**config.mk**
```make
export PLATFORM = sky130hd
export DESIGN_NAME = tc_residence_unit
export DESIGN_NICKNAME = d
export VERILOG_FILES = /design/src/rtl/tcru_pkg.sv /design/src/rtl/tcru_ts_fifo.sv /design/src/rtl/tcru_dir_slot.sv /design/src/rtl/tc_residence_unit.sv
export SDC_FILE = /design/constraint.sdc
export NUM_CORES = 2
export LEC_CHECK = 0
export BUFFER_PORTS_ARGS = -buffer_cell sky130_fd_sc_hd__buf_4
export CORE_MARGIN = 2
export CORE_UTILIZATION = 50
export CTS_CLUSTER_SIZE = 24
export DETAILED_ROUTE_END_ITERATION = 6
export HOLD_SLACK_MARGIN = 0.03
export PLACE_DENSITY = 0.78
export SLEW_MARGIN = 20
export SYNTH_ARGS = -nofsm -noshare
export SYNTH_HDL_FRONTEND = slang
export SYNTH_SLANG_ARGS = --single-unit
```
**constraint.sdc**
```tcl
create_clock -name clk -period 9.4 [get_ports clk]
set_input_delay 0.47 -clock clk [delete_from_list [all_inputs] [get_ports clk]]
set_output_delay 0.47 -clock clk [all_outputs]
set_load 0.05 [all_outputs]
```
**src/rtl/tcru_pkg.sv**
```systemverilog
package tcru_pkg;
  localparam int TS_W   = 48;
  localparam int SEQ_W  = 16;
  localparam int CORR_W = 64;
  localparam int LD_W   = 32;
  localparam int TYPE_W = 4;
  localparam int FRAC_W = 16;
  localparam int NPORT  = 2;

  localparam logic [TYPE_W-1:0] MT_SYNC     = 4'h0;
  localparam logic [TYPE_W-1:0] MT_PD_REQ   = 4'h2;
  localparam logic [TYPE_W-1:0] MT_PD_RESP  = 4'h3;
  localparam logic [TYPE_W-1:0] MT_PD_RFUP  = 4'hA;

  typedef struct packed {
    logic [SEQ_W-1:0] seq;
    logic [TS_W-1:0]  ts;
  } ts_entry_t;

  localparam int ENTRY_W = $bits(ts_entry_t);

  // Correction update: residence (mod 2^TS_W) plus optional link delay,
  // both scaled to sub-nanosecond units.
  function automatic logic [CORR_W-1:0] add_residence(
      input logic [CORR_W-1:0] cin,
      input logic [TS_W-1:0]   t_out,
      input logic [TS_W-1:0]   t_in,
      input logic [LD_W-1:0]   link_dly,
      input logic              use_link);
    logic [TS_W-1:0]   res;
    logic [CORR_W-1:0] acc;
    res = t_out - t_in;
    acc = cin + {res, {FRAC_W{1'b0}}};
    if (use_link)
      acc = acc + {{(CORR_W-LD_W-FRAC_W){1'b0}}, link_dly, {FRAC_W{1'b0}}};
    return acc;
  endfunction

  function automatic logic is_link_local(input logic [TYPE_W-1:0] t);
    return (t == MT_PD_REQ) || (t == MT_PD_RESP) || (t == MT_PD_RFUP);
  endfunction
endpackage

```
**src/rtl/tcru_ts_fifo.sv**
```systemverilog
module tcru_ts_fifo #(
  parameter int DEPTH = 50,
  parameter int W     = 64,
  localparam int PW   = (DEPTH > 1) ? $clog2(DEPTH) : 1,
  localparam int CW   = $clog2(DEPTH + 1)
) (
  input  logic          clk,
  input  logic          rst_n,
  input  logic          push,
  input  logic          pop,
  input  logic [W-1:0]  din,
  output logic [W-1:0]  dout,
  output logic          empty,
  output logic          full,
  output logic [CW-1:0] count
);
  logic [W-1:0]  mem [DEPTH];
  logic [PW-1:0] wr_ptr, rd_ptr;
  logic          do_push, do_pop;

  assign empty   = (count == '0);
  assign full    = (count == CW'(DEPTH));
  assign do_push = push && !full;
  assign do_pop  = pop && !empty;
  assign dout    = mem[rd_ptr];

  function automatic logic [PW-1:0] nxt(input logic [PW-1:0] p);
    return (p == PW'(DEPTH - 1)) ? '0 : p + 1'b1;
  endfunction

  always_ff @(posedge clk) begin
    if (do_push) mem[wr_ptr] <= din;
  end

  always_ff @(posedge clk) begin
    if (!rst_n) begin
      wr_ptr <= '0;
      rd_ptr <= '0;
      count  <= '0;
    end else begin
      if (do_push) wr_ptr <= nxt(wr_ptr);
      if (do_pop)  rd_ptr <= nxt(rd_ptr);
      case ({do_push, do_pop})
        2'b10:   count <= count + 1'b1;
        2'b01:   count <= count - 1'b1;
        default: count <= count;
      endcase
    end
  end
endmodule

```
**src/rtl/tcru_dir_slot.sv**
```systemverilog
module tcru_dir_slot
  import tcru_pkg::*;
(
  input  logic      clk,
  input  logic      rst_n,
  input  logic      wr,
  input  ts_entry_t wr_entry,
  input  logic      clr,
  output logic      valid,
  output ts_entry_t entry
);
  always_ff @(posedge clk) begin
    if (!rst_n) begin
      valid <= 1'b0;
      entry <= '0;
    end else if (wr) begin
      valid <= 1'b1;
      entry <= wr_entry;
    end else if (clr) begin
      valid <= 1'b0;
    end
  end
endmodule

```
**src/rtl/tc_residence_unit.sv**
```systemverilog
module tc_residence_unit
  import tcru_pkg::*;
#(
  parameter int DEPTH = 50,
  localparam int CW   = $clog2(DEPTH + 1)
) (
  input  logic              clk,
  input  logic              rst_n,
  input  logic              unicast_mode,
  input  logic              p2p_mode,
  input  logic              ld_wr,
  input  logic              ld_sel,
  input  logic [LD_W-1:0]   ld_val,
  input  logic              ing_stb,
  input  logic              ing_port,
  input  logic [TYPE_W-1:0] ing_type,
  input  logic [SEQ_W-1:0]  ing_seq,
  input  logic [TS_W-1:0]   ing_ts,
  input  logic              egr_stb,
  input  logic              egr_port,
  input  logic [TYPE_W-1:0] egr_type,
  input  logic [SEQ_W-1:0]  egr_seq,
  input  logic [TS_W-1:0]   egr_ts,
  input  logic [CORR_W-1:0] egr_corr_in,
  output logic              corr_vld,
  output logic [CORR_W-1:0] corr_out,
  output logic              seq_err,
  output logic              fifo_ovf,
  output logic              no_fwd
);
  // Named events, visible to the checker
  logic      ing_sync, egr_sync, src_dir;
  logic      fifo_push, fifo_pop, fifo_empty, fifo_full, ovf_evt;
  logic [CW-1:0] fifo_count;
  ts_entry_t fifo_head, new_entry, hit_entry;
  logic      hit, seq_match;
  logic [NPORT-1:0] slot_wr, slot_clr, slot_vld;
  ts_entry_t slot_ent [NPORT];
  logic [LD_W-1:0] link_dly [NPORT];
  logic [CORR_W-1:0] corr_nxt;

  assign ing_sync  = ing_stb && (ing_type == MT_SYNC);
  assign egr_sync  = egr_stb && (egr_type == MT_SYNC);
  assign src_dir   = ~egr_port;
  assign new_entry = '{seq: ing_seq, ts: ing_ts};

  assign fifo_push = ing_sync && unicast_mode;
  assign ovf_evt   = fifo_push && fifo_full;
  assign fifo_pop  = egr_sync && unicast_mode;

  tcru_ts_fifo #(.DEPTH(DEPTH), .W(ENTRY_W)) u_fifo (
    .clk   (clk),
    .rst_n (rst_n),
    .push  (fifo_push),
    .pop   (fifo_pop),
    .din   (new_entry),
    .dout  (fifo_head),
    .empty (fifo_empty),
    .full  (fifo_full),
    .count (fifo_count)
  );

  for (genvar d = 0; d < NPORT; d++) begin : g_dir
    assign slot_wr[d]  = ing_sync && !unicast_mode && (ing_port == d[0]);
    assign slot_clr[d] = egr_sync && !unicast_mode && (src_dir == d[0]);

    tcru_dir_slot u_slot (
      .clk      (clk),
      .rst_n    (rst_n),
      .wr       (slot_wr[d]),
      .wr_entry (new_entry),
      .clr      (slot_clr[d]),
      .valid    (slot_vld[d]),
      .entry    (slot_ent[d])
    );

    always_ff @(posedge clk) begin
      if (!rst_n)                        link_dly[d] <= '0;
      else if (ld_wr && ld_sel == d[0])  link_dly[d] <= ld_val;
    end
  end

  always_comb begin
    if (unicast_mode) begin
      hit       = !fifo_empty;
      hit_entry = fifo_head;
    end else begin
      hit       = slot_vld[src_dir];
      hit_entry = slot_ent[src_dir];
    end
  end

  assign seq_match = hit && (hit_entry.seq == egr_seq);
  assign corr_nxt  = seq_match
                   ? add_residence(egr_corr_in, egr_ts, hit_entry.ts,
                                   link_dly[src_dir], p2p_mode)
                   : egr_corr_in;

  always_ff @(posedge clk) begin
    if (!rst_n) begin
      corr_vld <= 1'b0;
      corr_out <= '0;
      seq_err  <= 1'b0;
      fifo_ovf <= 1'b0;
      no_fwd   <= 1'b0;
    end else begin
      corr_vld <= egr_sync;
      seq_err  <= egr_sync && !seq_match;
      if (egr_sync) corr_out <= corr_nxt;
      fifo_ovf <= ovf_evt;
      no_fwd   <= ing_stb && is_link_local(ing_type);
    end
  end
endmodule

```
After elaboration in Yosys (flattened, before gate mapping):

Memory sizes are Yosys's and may differ from the RTL's. A register that Yosys moved wholly into a read port is not among the register bits.
Cells that the tools add are included.

* multiply operators: 0
* bitwise logic cells: 6
* reduce and logical (&&, ||, !) cells: 30
* $lt $le $gt $ge: 2
* eq/ne operators: 9
* divide/modulo/power cells: 0
* shift-type cells: 0
* mux-type cells: 29
* add/subtract/negate cells: 7

Operators with widths (count)
* $mux 64: 6
* $add 64x48->64: 1
* $add 64x64->64: 1
* $mux 32: 2
* $sub 48x48->48: 1
* $mux 6: 4
* $add 6x1->6 const B: 3
* $eq 6x6->1 const B: 3
* $logic_and 1x1->1: 18
* $eq 16x16->1: 1
* $mux 1: 16
* $pmux 6 s2: 1
* $eq 4x2->1 const B: 2
* $logic_not 4->1: 2
* $logic_not 6->1: 1
* $reduce_bool 2->1: 3
* $sub 6x1->6 const B: 1
* $eq 4x4->1 const B: 1
* $logic_not 1->1: 4
* $not 1->1: 3
* $eq 2x1->1 const B: 1
* $eq 2x2->1 const B: 1
* $ge 2x2->1 const B: 1
* $logic_or 1x1->1: 2
* 3 further kinds: 4

* output and inout bits: 68
* logic and storage cells: 99
* bits in writable memories: 3264
* memories: 2
* bits in latches: 0
* bits in registers: 216
* bits of input ports: 242
* bits in read-only memories: 0

Memories
* u_fifo.mem: words 50, bits a word 64, read ports 1, clocked after memory_dff 1, write ports 1, line tcru_ts_fifo.sv:17 `logic [W-1:0] mem [DEPTH];`
* link_dly: words 2, bits a word 32, read ports 1, clocked after memory_dff 0, write ports 2, line tc_residence_unit.sv:39 `logic [LD_W-1:0] link_dly [NPORT];`

Depth between registers and ports, before layout:

* depth after elaboration: 11
* depth in mapped cells: 49
* depth with buffers taken out: 39

Modules after synthesis:

From an unflattened synthesis, not the netlist that was laid out.

* cell total of the unflattened synthesis: 8152
* area total of the unflattened synthesis: 144095.7 µm²

By module, submodules not included
* tcru_ts_fifo: area each 124251.7 µm², instances 1, sequential area each 96572.6 µm², cells an instance 5844
* tc_residence_unit: area each 14849.2 µm², instances 1, sequential area each 3283.1 µm², cells an instance 1890
* tcru_dir_slot: area each 2497.4 µm², instances 2, sequential area each 1301.2 µm², cells an instance 209

Worst setup path after synthesis:

Ideal clock, no wire load.

* path type: flip-flop to flip-flop
* start point: reg with a tool-made name
* end point: reg corr_out[61]
* library setup time: 0.131 ns
* path slack: 0.067 ns
* arrival time: 9.202 ns
* stages on the path, launching flop included: 43
* buffers on the path: 9
* clock period less this slack: 9.333 ns
* data required time: 9.269 ns
* cell sequence: dfxtp_1 -> buf_6 -> buf_6 -> buf_6 -> buf_4 -> buf_6 -> buf_4 -> buf_2 -> buf_1 -> mux4_2 -> mux4_2 -> mux4_2 -> a21oi_1 -> ha_1 -> a21oi_1 -> a211o_1 -> a32oi_1 -> a21oi_1 -> (+7 left out) -> ha_1 -> clkbuf_1 -> nand4_1 -> nor2_1 -> nand4_1 -> o21ai_0 -> nand2b_1 -> xor2_1 -> ha_1 -> a21o_1 -> a2111oi_0 -> and3_1 -> a211oi_1 -> nand4_1 -> nor4_2 -> and4_1 -> o31ai_1 -> o21ai_0

RTL lines
* to (signal assigned): line tc_residence_unit.sv:109 `if (egr_sync) corr_out <= corr_nxt;`
* to (decl): line tc_residence_unit.sv:26 `output logic [CORR_W-1:0] corr_out,`

==> metrics.md <==
| Metric | Value |
|---|---|
| Port bufs | `roughly 310` |
| Final Hold Slack | `roughly 56 ps` |
| Endpoints failing setup | `0` |
| VDD IR-drop max | `between 0.00015 and 0.0002 V` |
| Min-Delay Path Class | `in2reg` |
| Worst-margin pin slew | `approximately 1200 ps` |
| Root Driver | `clkbuf_16` |
| Worst Path Required | `approximately 10000 ps` |
| Syn Area/Cell | `roughly 19 sq um` |
| WS Path Type | `reg2reg` |
| Pwr dens | `200.7 nW/um^2` |
| CP max stage cell | `mux4_2` |
| Cell family with most CP delay | `buffers and inverters` |
| Final std cells w/o fill | `around 12000` |
| Sw Ratio | `between 20 and 25%` |
| Tcrit/Tclk final | `a little over nine tenths` |
| Core ar. | `282500 sq um` |
| Avg WL per Cell | `around 36 um` |
| Internal Power | `between 20 and 30 mW` |
| Final core occ | `between 50% and 60%` |
| Seq pwr share | `around 52%` |
| Vias in the first global route | `between 80000 and 90000` |
| YS warnings | `0` |
| Initial DRC count | `14592` |
| Yosys cell types | `92` |
| Startpoint types | `register` |
| First-pass GRT wire length | `approximately 600000 um` |
| Initial DRT Pass Iterations | `7` |
| Share of layout cells above drive strength 1 | `about a quarter` |
| Worst path most repeated cell | `buf_4` |
| Comb pwr share | `~7%` |
| CTS tree | `done` |
| Die footprint | `approximately 290000 sq um` |
| Final Max Slew Viols | `0` |
| Crit Path Max Fanout | `64` |
| Post-synth EDFFs | `3264` |
| Post-synth top cells | `3264 x edfxtp_1, 908 x mux4_2, 500 x nand2_1, 382 x a21oi_1, 242 x nor2_1` |
| Clock Sinks | `between 3000 and 4000` |
| Cells after Synth | `between 7000 and 8000` |
| Synth Net Count | `slightly below 8000` |
| Congestion Overflow GR | `0` |
| GRT Util Overall | `29.59%` |
| Worst Path Buf+Inv | `9` |
| Ports | `slightly above 300` |
| CTS Buf Count | `328` |
| Layout Nets | `between 8000 and 9000` |
| Fin. Hold Viols | `0` |
| Post-synth ARST share | `0%` |
| Leak pwr | `between 50 and 60 nW` |
| Area Growth Syn to Fin | `14.55%` |
| Antenna violations before repair | `37` |
| Crit. End Element | `register` |
| HPWL after DPL | `between 200000 and 250000 um` |
| Yosys top cell area share | `68.95%` |
| Achievable Freq | `between 100 and 150 MHz` |
| Final ANT Viol Nets | `0` |
| Clock Pin Slew Worst Setup and Hold Paths | `roughly 70 ps` |
| Vias post-DR | `~83000` |
| Final GP Congestion | `between 0.9 and 1` |
| Clock latency on the worst-skew pair | `910 ps` |
| Failing checks | `DRC` |
| Mapped Area | `around 140000 sq um` |
| Die X | `between 500 and 600 um` |
| Crit path time final | `around 9000 ps` |
| Cell taking the most area after synthesis | `edfxtp_1` |
| Htree depth | `5` |
| Maximum clock path buffer count | `4` |
| Rel. slew slack | `17.45%` |
| Drt drc | `1` |
| Critical path arrival | `approximately 9900 ps` |
| Area contributors post-synth | `edfxtp_1 69%, mux4_2 14%, dfxtp_1 3.1%, mux2i_1 1.4%, a21oi_1 1.3%` |
| Status | `finished, violations left` |
| Final Skew | `55.45 ps` |
| Most frequent cell after synthesis | `edfxtp_1` |
| Setup tns final | `0 ps` |
| P_sw | `7.229 mW` |
| Pin count of the biggest net entering global routing | `91` |
| Clk network pwr share | `41.0%` |
| Via density per instance | `6.817` |
| Sequential-to-total area share from yosys stat | `72.07%` |
| CP max stage delay | `550 ps` |
| Synthesized flop and latch total | `between 3000 and 4000` |
| Placed cells | `approximately 11000` |
| Final WL | `between 400000 and 500000 um` |
| Max Cap Violations | `0` |
| Die Y-Extent | `between 500 and 600 um` |
| Top_reg_cell synth | `edfxtp_1` |
| Initial core utilization | `between 50 and 60%` |
| Row count | `195` |
## per-layer routing
| layer | global-route usage (%) | vias to the layer above | wire [um] |
|---|---|---|---|
| met4 | 13.53 | 30 | 23820 |
| met5 | 0 | - | 186 |
| met3 | 8.138 | 1433 | 63210 |
| met2 | 47.04 | 7899 | 207300 |
| met1 | 38.20 | 41905 | 146500 |
| li1 | - | 31804 | - |
## worst min-delay path: stages
cell     delay, ps
buf_4          110
mux2i_1        170
a21oi_1        170
## placed cells by master (no fill, tap or decap), types with 22 or more instances in the layout
cell / Yosys / layout
nor2_4: 0 / 50
nand2_1: 500 / 498
buf_12: 2 / 32
clkbuf_1: 223 / 86
inv_1: 57 / 55
nand2b_1: 23 / 22
nand4_1: 34 / 34
dfxtp_1: 222 / 216
edfxtp_1: 3264 / 3264
mux4_2: 908 / 908
nor3_1: 28 / 27
a211oi_1: 39 / 38
xor2_1: 62 / 61
a21o_1: 66 / 66
mux2_2: 107 / 107
clkinv_1: 0 / 52
dlygate4sd3_1: 0 / 109
o21ai_0: 149 / 145
o211ai_1: 36 / 36
nor2b_1: 42 / 41
clkbuf_16: 0 / 338
a21oi_1: 382 / 379
xnor2_1: 91 / 91
and2_1: 85 / 85
clkinv_2: 0 / 44
nand3_1: 64 / 64
nor2_1: 242 / 190
bufinv_16: 0 / 30
buf_4: 9 / 607
mux2i_1: 201 / 201
ha_1: 138 / 138
## power by group through the flow
stage               Combinational, mW  Sequential, mW  Clock, mW
finish                           2.30            17.0       13.4
global route                     2.48            17.0       13.9
CTS                              2.23            17.0       13.4
detailed placement               2.18            17.3          0
global placement                 2.13            17.3          0
floorplan                        1.29            17.3          0
## cell type report
| class | instances | area (sq um) |
|---|---|---|
| Clock inverter | 157 | 1660 |
| Multi-Input combinational cell | 3521 | 38190 |
| Sequential cell | 3486 | 102500 |
| Inverter | 57 | 221.5 |
| Antenna cell | 17 | 42.54 |
| Tap cell | 3743 | 4683 |
| Timing Repair Buffer | 762 | 6576 |
| Clock buffer | 442 | 8995 |
| Fill cell | 19450 | 119700 |
## registers in the layout, indices dropped and copies added (netlist names), named ones only
name and cells:
fifo_ovf 1, u_fifo.wr_ptr 6, g_dir.u_slot.valid 2, u_fifo.count 6, g_dir.u_slot.entry 128, link_dly 64
u_fifo.rd_ptr 6, corr_vld 1, seq_err 1, u_fifo.mem 3200, no_fwd 1, corr_out 64
## logic make-up after synthesis
group / Yosys count / synth area share [%]
XOR/XNOR: 153 / 0.9426
buffers and inverters: 448 / 1.400
AND/OR/NAND/NOR: 1106 / 3.568
flip-flops: 3486 / 72.07
adder cells (fa/ha/maj): 142 / 1.271
multiplexers: 1231 / 16.92
AO/OA/AOI/OAI: 889 / 3.821
## per-stage QoR
step / power (mW) / worst slack (ps) / instance area [sq um]
final: 32.68 / 352.0 / 162800
after global routing: 33.40 / -1.025 / 162800
after CTS: 32.61 / 132.5 / 162600
after detailed placement: 19.49 / 165.0 / 150800
after global placement: 19.45 / 176.2 / 150800
after floorplan: 18.62 / 66.66 / 142200
## worst paths after layout
check / endpoint / slack [ps] / from / cells past startpoint
worst max-delay path: corr_out[62] / 350 / register / 34
worst min-delay path: corr_out[31] / 60 / egr_corr_in[31] / 3
worst max register to register: corr_out[62] / 350 / register / 34
worst min register to register: corr_out[27] / 450 / corr_out[27] / 2
## timing repair
| item | 4_1_cts | 5_1_grt |
|---|---|---|
| hold endpoints to repair | 368 | 0 |
| setup endpoints to repair | 0 | 20 |
| gates resized for setup | 0 | 26 |
| hold buffers | 109 | 0 |
| setup buffers | 0 | 2 |
Power figures use the tool's default switching activity.
